[src/rtl/cfgbank_pkg.sv]
package cfgbank_pkg;
    localparam int ADDR_W = 4;
    localparam int DATA_W = 8;
    localparam int CODE_W = 3;

    localparam logic [ADDR_W-1:0] A_LOCK = 4'd0;
    localparam logic [ADDR_W-1:0] A_CAP  = 4'd1;
    localparam logic [ADDR_W-1:0] A_CLK  = 4'd2;

    // capability codes
    localparam logic [CODE_W-1:0] CAP_ALL    = 3'b000;
    localparam logic [CODE_W-1:0] CAP_UP1333 = 3'b101;
    localparam logic [CODE_W-1:0] CAP_UP1067 = 3'b110;

    // frequency-select codes
    localparam logic [CODE_W-1:0] FREQ_800  = 3'b000;
    localparam logic [CODE_W-1:0] FREQ_1067 = 3'b001;
    localparam logic [CODE_W-1:0] FREQ_1333 = 3'b010;

    // bit positions in the lock control register
    localparam int LK_BIT   = 0;
    localparam int MODE_BIT = 3;
    localparam int WO_LSB   = 5;

    // bit positions in the clocking register
    localparam int FSEL_LSB = 4;

    typedef enum logic [1:0] {
        ST_OPEN,
        ST_OPEN_WO,
        ST_LOCKED
    } lock_state_e;
endpackage

[src/rtl/cfgbank_lock_fsm.sv]
module cfgbank_lock_fsm
    import cfgbank_pkg::*;
(
    input  logic              clk,
    input  logic              rst_n,
    input  logic              wr_en,
    input  logic              lk_in,
    input  logic              mode_in,
    input  logic [CODE_W-1:0] wo_in,
    output logic              locked,
    output logic              wo_used,
    output logic [CODE_W-1:0] wo_bits
);
    lock_state_e state_q, state_d;
    logic        accept;
    logic        wo_load;

    // a write is accepted only with matching lock and mode bits
    assign accept = wr_en && (lk_in == mode_in);

    // state register
    always_ff @(posedge clk or negedge rst_n) begin
        if (!rst_n) state_q <= ST_OPEN;
        else        state_q <= state_d;
    end

    // next-state logic
    always_comb begin
        state_d = state_q;
        unique case (state_q)
            ST_OPEN: begin
                if (accept) state_d = lk_in ? ST_LOCKED : ST_OPEN_WO;
            end
            ST_OPEN_WO: begin
                if (accept && lk_in) state_d = ST_LOCKED;
            end
            ST_LOCKED: state_d = ST_LOCKED;
            default:   state_d = ST_OPEN;
        endcase
    end

    // outputs
    always_comb begin
        locked  = 1'b0;
        wo_used = 1'b0;
        wo_load = 1'b0;
        unique case (state_q)
            ST_OPEN:    wo_load = accept;
            ST_OPEN_WO: wo_used = 1'b1;
            ST_LOCKED: begin
                locked  = 1'b1;
                wo_used = 1'b1;
            end
            default: ;
        endcase
    end

    // write-once field storage
    always_ff @(posedge clk or negedge rst_n) begin
        if (!rst_n)       wo_bits <= '0;
        else if (wo_load) wo_bits <= wo_in;
    end
endmodule

[src/rtl/cfgbank_freq_filter.sv]
module cfgbank_freq_filter
    import cfgbank_pkg::*;
(
    input  logic [CODE_W-1:0] cap_code,
    input  logic [CODE_W-1:0] req_code,
    output logic              allowed
);
    always_comb begin
        unique case (cap_code)
            CAP_ALL, CAP_UP1333: allowed = (req_code <= FREQ_1333);
            CAP_UP1067:          allowed = (req_code <= FREQ_1067);
            default:             allowed = 1'b0;
        endcase
    end
endmodule

[src/rtl/cfgbank_readmux.sv]
module cfgbank_readmux
    import cfgbank_pkg::*;
(
    input  logic              clk,
    input  logic              rst_n,
    input  logic              rd_en,
    input  logic [ADDR_W-1:0] addr,
    input  logic [DATA_W-1:0] lock_view,
    input  logic [DATA_W-1:0] cap_view,
    input  logic [DATA_W-1:0] clk_view,
    output logic [DATA_W-1:0] rdata
);
    logic [DATA_W-1:0] sel;

    always_comb begin
        unique case (addr)
            A_LOCK:  sel = lock_view;
            A_CAP:   sel = cap_view;
            A_CLK:   sel = clk_view;
            default: sel = '0;
        endcase
    end

    always_ff @(posedge clk or negedge rst_n) begin
        if (!rst_n)     rdata <= '0;
        else if (rd_en) rdata <= sel;
    end
endmodule

[src/rtl/cfgbank_lock.sv]
module cfgbank_lock
    import cfgbank_pkg::*;
(
    input  logic              clk,
    input  logic              rst_n,
    input  logic [CODE_W-1:0] cap_strap,
    input  logic [ADDR_W-1:0] bus_addr,
    input  logic              bus_wr,
    input  logic [DATA_W-1:0] bus_wdata,
    input  logic              bus_rd,
    output logic [DATA_W-1:0] bus_rdata
);
    localparam int MISC_W = DATA_W - CODE_W;

    logic              wr_lock, wr_clk;
    logic              locked, wo_used, freq_ok;
    logic [CODE_W-1:0] wo_bits;
    logic [CODE_W-1:0] cap_q;
    logic [CODE_W-1:0] freq_q;
    logic [MISC_W-1:0] misc_q;
    logic [CODE_W-1:0] fsel_in;
    logic [MISC_W-1:0] misc_in;
    logic [DATA_W-1:0] lock_view, cap_view, clk_view;

    assign wr_lock = bus_wr && (bus_addr == A_LOCK);
    assign wr_clk  = bus_wr && (bus_addr == A_CLK) && !locked;

    assign fsel_in = bus_wdata[FSEL_LSB +: CODE_W];
    assign misc_in = {bus_wdata[DATA_W-1:FSEL_LSB+CODE_W], bus_wdata[FSEL_LSB-1:0]};

    cfgbank_lock_fsm u_fsm (
        .clk     (clk),
        .rst_n   (rst_n),
        .wr_en   (wr_lock),
        .lk_in   (bus_wdata[LK_BIT]),
        .mode_in (bus_wdata[MODE_BIT]),
        .wo_in   (bus_wdata[WO_LSB +: CODE_W]),
        .locked  (locked),
        .wo_used (wo_used),
        .wo_bits (wo_bits)
    );

    cfgbank_freq_filter u_filt (
        .cap_code (cap_q),
        .req_code (fsel_in),
        .allowed  (freq_ok)
    );

    // capability latch: follows the strap only while reset is held
    always_ff @(posedge clk) begin
        if (!rst_n) cap_q <= cap_strap;
    end

    // clocking register
    always_ff @(posedge clk or negedge rst_n) begin
        if (!rst_n) begin
            freq_q <= '0;
            misc_q <= '0;
        end else if (wr_clk) begin
            misc_q <= misc_in;
            if (freq_ok) freq_q <= fsel_in;
        end
    end

    always_comb begin
        lock_view                       = '0;
        lock_view[WO_LSB +: CODE_W]     = wo_bits;
        lock_view[MODE_BIT]             = locked;
        lock_view[LK_BIT]               = locked;
        cap_view                        = '0;
        cap_view[CODE_W-1:0]            = cap_q;
        clk_view = {misc_q[MISC_W-1:FSEL_LSB], freq_q, misc_q[FSEL_LSB-1:0]};
    end

    cfgbank_readmux u_rd (
        .clk       (clk),
        .rst_n     (rst_n),
        .rd_en     (bus_rd),
        .addr      (bus_addr),
        .lock_view (lock_view),
        .cap_view  (cap_view),
        .clk_view  (clk_view),
        .rdata     (bus_rdata)
    );
endmodule

[config.mk]
export PLATFORM = sky130hd
export DESIGN_NAME = cfgbank_lock
export DESIGN_NICKNAME = d
export VERILOG_FILES = /design/src/rtl/cfgbank_pkg.sv /design/src/rtl/cfgbank_lock_fsm.sv /design/src/rtl/cfgbank_freq_filter.sv /design/src/rtl/cfgbank_readmux.sv /design/src/rtl/cfgbank_lock.sv
export SDC_FILE = /design/constraint.sdc
export NUM_CORES = 1
export LEC_CHECK = 0
export ABC_AREA = 1
export ABC_CLOCK_PERIOD_IN_PS = 1230
export BUFFER_PORTS_ARGS = -buffer_cell sky130_fd_sc_hd__buf_2
export CORE_MARGIN = 1
export CORE_UTILIZATION = 47
export CTS_CLUSTER_DIAMETER = 80
export DETAILED_ROUTE_END_ITERATION = 8
export PLACE_DENSITY = 0.73
export SYNTH_ARGS = -nofsm -noshare
export SYNTH_HDL_FRONTEND = slang
export SYNTH_SLANG_ARGS = --single-unit
[constraint.sdc]
create_clock -name clk -period 1.23 [get_ports clk]
set_input_delay 0.246 -clock clk [delete_from_list [all_inputs] [get_ports clk]]
set_output_delay 0.246 -clock clk [all_outputs]
set_load 0.02 [all_outputs]
---- Yosys cells after proc, flatten, opt, wreduce, memory -nomap -nowiden ----
Cells that the tools add are included.
Widths: inputs -> output; s select.
word-level totals
  register bits ........................... 24
  output and inout bits ................... 8
cells by class
  $lt $le $gt $ge ......................... 2
  equality and inequality tests ........... 9
  multiplexer cells ....................... 8
  reduce and logical (&&, ||, !) cells .... 12
operator list
  kind                count
  $pmux 8 s3          1
  $eq 3x3->1 const B  2
  $mux 2              3
  $pmux 2 s3          1
  $logic_and 1x1->1   5
  $eq 4x1->1 const B  1
  $eq 4x2->1 const B  1
  $logic_not 4->1     1
  $ne 2x1->1 const B  2
  $reduce_and 2->1    2
  $le 3x1->1 const B  1
  $le 3x2->1 const B  1
  $logic_not 3->1     1
  $eq 2x1->1 const B  1
  $eq 2x2->1 const B  1
  $logic_not 2->1     1
  $mux 1              2
  $pmux 1 s2          1
  $reduce_or 2->1     1
  $eq 1x1->1          1
  $logic_not 1->1     1

---- Logic depth before layout (Yosys ltp) ----
  depth after elaboration ................. 6
  gate-level depth with buffers ........... 9
  gate-level depth less buffers ........... 8

---- Modules after synthesis ----
Synthesis repeated with hierarchy kept, for this count alone.
second synthesis, totals
  cells, all modules ...................... 177
  area, all modules ....................... 1,390.1 sq um
by module, submodules not included
  module               times used  cells each  area an instance (sq um)  seq. area each (sq um)
  cfgbank_readmux      1           74          520.5                     200.2
  cfgbank_lock         1           51          484.2                     290.3
  cfgbank_lock_fsm     1           40          334.1                     125.1
  cfgbank_freq_filter  1           12          51.3                      0.0

---- Least setup slack after synthesis ----
OpenSTA, ideal clock, no wires.
  path kind ............................... register to register
  start ................................... register u_fsm.state_q[0]
  end ..................................... register freq_q[0]
  library setup time ...................... 116 ps
  arrival time ............................ 1,115 ps
  setup slack ............................. -1 ps
  stages on the path, launching flop included .. 10
  cell sequence ........................... dfrtp_1 -> inv_1 -> ha_1 -> inv_1 -> nand2_1 -> nor2_4 -> buf_6 -> nand2_2 -> nand2_1 -> nand2_1
between the ends
  word-level cells in the longest chain between the ends .. 5
ends and longest elaborated chain
  element                     line                    RTL
  from (decl)                 cfgbank_lock_fsm.sv:14  lock_state_e state_q, state_d;
  from (signal assigned)      cfgbank_lock_fsm.sv:24  else state_q <= state_d;
  $eq 2x2->1                  n/a
  $mux 1                      cfgbank_lock_fsm.sv:47  unique case (state_q)
  $logic_not 1->1             cfgbank_lock.sv:26      assign wr_clk = bus_wr && (bus_addr == A_CLK) && !locked;
  $logic_and 1x1->1           cfgbank_lock.sv:26
  $reduce_and 2->1 (no line)  n/a
  to (signal assigned)        cfgbank_lock.sv:61      if (freq_ok) freq_q <= fsel_in;
  to (decl)                   cfgbank_lock.sv:19      logic [CODE_W-1:0] freq_q;
No other way between the ends.
A chain may end at the register's enable or synchronous reset.

---- Worst setup path in the final report ----
  start ................................... register u_fsm.state_q[0]
  end ..................................... register misc_q[3]
between the ends
  word-level cells in the longest chain between the ends .. 4
ends and longest elaborated chain
  element               line                    RTL
  $eq 2x2->1            n/a
  $mux 1                cfgbank_lock_fsm.sv:47
  $logic_not 1->1       cfgbank_lock.sv:26
  $logic_and 1x1->1     cfgbank_lock.sv:26
  to (signal assigned)  cfgbank_lock.sv:60      misc_q <= misc_in;
  to (decl)             cfgbank_lock.sv:20      logic [MISC_W-1:0] misc_q;
No other way between the ends.

==> results_dict.tcl <==
set metrics [dict create \
    synth_compound_area_frac 0.06633 \
    drt_pass1_iterations 4 \
    yosys_register_bits 24 \
    num_vias 1070 \
    antenna_found_initial 0 \
    area_growth_pct 30.41 \
    cp.arrival_ns 1.50 \
    seq_area_frac_synth 0.5020 \
    final_max_slew_viol_count 0 \
    grt-busiest-layer "met2" \
    vias_per_cell 4.931 \
    post_drt_wl_per_cell_um 12.27 \
    dieArea_um2 2817 \
    placed_cells 209 \
    grt.total_usage 0.2170 \
    syn_nets 172 \
    final_cells 217 \
    relSlewSlack 0.8255 \
    cts_made_buffers 3 \
    r2r_cells 8 \
    worstHoldStart "cap_strap[1]" \
    min_path_type "input port to flip-flop" \
    r2r_end "misc_q[3]$_DFFE_PN0P_" \
    crit_required_ns 1.49 \
    htree_levels 1 \
    fin_ws_ns -0.01772 \
    netlist_area_um2 1226 \
    critical_path.cell_chain "inv_2 -> ha_4 -> inv_2 -> nand2_2 -> nor2_4 -> buf_6 -> nand2_2 -> o21ai_1" \
    die_h_um 53.08 \
    hold_depth 1 \
    post-route-min-period_ns 1.248 \
    setup_viol 3 \
    yosys.area_share.xor_xnor 0 \
    p_per_area_nw_per_um2 1340 \
    critPathLaunchType "flip-flop" \
    post_synth_num_cell_types 19 \
    root_buffer "clkbuf_4" \
    power.leakage_nw 0.8507 \
    rsz0062_at_grt "true" \
    critPathMaxStageDelay_ns 0.41 \
    cts_num_sinks 24 \
    max_freq_mhz 801.5 \
    synth_cells 149 \
    most-common-layout-cells "nand2_1, buf_2, dfrtp_1" \
    cp_slowest_cell "dfrtp_1" \
    drcViolationCount 0 \
    finalWirelength_mm 2.663 \
    coreArea_um2 2477 \
    cts_tree "built" \
    grt_pass1_vias 1064 \
    start_util 0.4949 \
    io_buffers 26 \
    grt_overflow 0 \
    use_met1 0.2568 \
    synthMuxAreaShare 0 \
    ff_latch_area_um2 616.8 \
    final_common_cell "nand2_1" \
    min_to "cap_q[1]$_DFFE_PN_" \
    grtUsageMet2 0.3903 \
    status "finished with violations" \
    crit_type "flip-flop to flip-flop" \
    path_clk_slew_ns 0.13 \
    nets 211 \
    hold_viol_final 0 \
    hpwl_mm 1.981 \
    worst_clock_skew_ns 0.005379 \
    yosysWarnings 0 \
    diodes 0 \
    yosys.area_share.simple 0.3255 \
    avgSynthCellArea_um2 8.229 \
    first_iter_violations 11 \
    r2r-start "u_fsm.state_q[0]$_DFFE_PN0P_" \
    peakVddDrop_uv 1010 \
    holdWs_ns 0.08633 \
    die_x_um 53.08 \
    synth_top_family_by_area "simple AND/OR/NAND/NOR gates" \
    detail-route-antenna-nets 0 \
    grt_max_degree 22 \
    gp_congestion 0.8787 \
    clk_path_buf_depth 2 \
    rrSetupSlack_ns -0.02 \
    layout-drive-gt1-share 0.3636 \
    path_max_fanout 6 \
    grt_pass1_wl_mm 4.416 \
    multiInputGateArea_um2 635.6 \
    worstMarginPinSlew_ns 0.2617 \
    ios 27 \
    maxCapViolCount 0 \
    rows 18 \
    dpl_worst_slack_ns -0.05015 \
    period_share 1.014 \
    violations "negative setup slack" \
    use_met3 0.02874 \
    insertion_delay_ns 0.32 \
    post_synth_fa_ha_maj_area_fraction 0.04082 \
    fillers 220 \
    end_kind "flip-flop" \
]
-- cell usage after synthesis --
cell type / number / share of area
a21oi_1: 2 / 0.0082
buf_2: 1 / 0.0041
buf_6: 1 / 0.0092
dfrtp_1: 21 / 0.43
edfxtp_1: 3 / 0.073
ha_1: 4 / 0.041
inv_1: 17 / 0.052
nand2_1: 60 / 0.18
nand2_2: 3 / 0.015
nand3_1: 12 / 0.049
nand3_2: 1 / 0.0082
nand4_1: 1 / 0.0051
nor2_1: 5 / 0.015
nor2_2: 1 / 0.0051
nor2_4: 3 / 0.028
nor2_8: 1 / 0.016
o21ai_0: 10 / 0.041
o21ai_1: 2 / 0.0082
o21bai_2: 1 / 0.0092
-- power by group --
group	switching (mW)	total, mW	internal, mW
Clock	0.235	0.362	0.127
Sequential	0.0969	1.06	0.964
Combinational	0.389	0.719	0.330
Total	0.721	2.14	1.42
-- state kept, by name, indices dropped and copies added, names as in the netlist --
name / flops
cap_q: 3
u_fsm.wo_bits: 3
freq_q: 3
u_fsm.state_q: 2
u_rd.rdata: 8
misc_q: 5
-- metrics by stage --
stage | power [mW] | cell area (um2) | setup TNS (ns) | util
floorplan | 1.387 | 1226 | 0 | -
global placement | 1.523 | 1423 | 0 | 0.5742
detailed placement | 1.562 | 1423 | -0.3187 | 0.5742
CTS | 2.103 | 1563 | -0.02666 | 0.6308
global route | 2.288 | 1599 | -0.5323 | 0.6455
finish | 2.142 | 1599 | -0.03460 | 0.6455
-- per-layer routing --
layer	vias up	share of wire	routed length [um]
li1	545	-	-
met1	491	0.43	1158
met2	29	0.51	1361
met3	5	0.035	94
met4	0	0.018	49
met5	-	0	0
-- worst max path at each step --
| stage | from | slack [ns] | cells after the start | to |
|---|---|---|---|---|
| floorplan | u_fsm.state_q[0]$_DFFE_PN0P_ | 0.02 | 9 | freq_q[0]$_DFFE_PN0P_ |
| global placement | u_fsm.state_q[1]$_DFFE_PN0P_ | 0.03 | 7 | u_fsm.state_q[1]$_DFFE_PN0P_ |
| detailed placement | u_fsm.state_q[0]$_DFFE_PN0P_ | -0.05 | 7 | misc_q[4]$_DFFE_PN0P_ |
| CTS | u_fsm.state_q[0]$_DFFE_PN0P_ | -0.02 | 8 | misc_q[4]$_DFFE_PN0P_ |
| global route | u_fsm.state_q[0]$_DFFE_PN0P_ | -0.07 | 8 | misc_q[3]$_DFFE_PN0P_ |
| finish | u_fsm.state_q[0]$_DFFE_PN0P_ | -0.02 | 8 | misc_q[3]$_DFFE_PN0P_ |
-- what timing repair did --
action                                  in CTS  in global routing
endpoints found under the setup margin      10                 12
pin swaps                                    8                  7
gates resized for setup                     23                 11
cloned                                       0                  0
endpoints found under the hold margin       21                  0
buffers inserted                             4                  0
hold buffers                                 1                  0
-- critical path: cells and delay by family (launching register included) --
kind	cells	cell delay, ns
fa+ha+maj	1	0.17
compound gates	1	0.06
simple gates	3	0.25
buf+inv	3	0.29
flops	1	0.41
-- cell type report --
type,count,area share
repair buffers,36,0.1369
inverters,17,0.03991
flip-flops and latches,24,0.3858
well taps,30,0.02347
clock buffers,4,0.01643
multi-input cells,106,0.3975
-- logic make-up (layout without fill, tap and decap cells) --
kind of cell,after synthesis,in the layout
adder cells (fa/ha/maj),4,4
AO/OA/AOI/OAI,15,15
flip-flops,24,24
buffers and inverters,19,57
AND/OR/NAND/NOR,87,87
(Power assumes the default switching activity.)
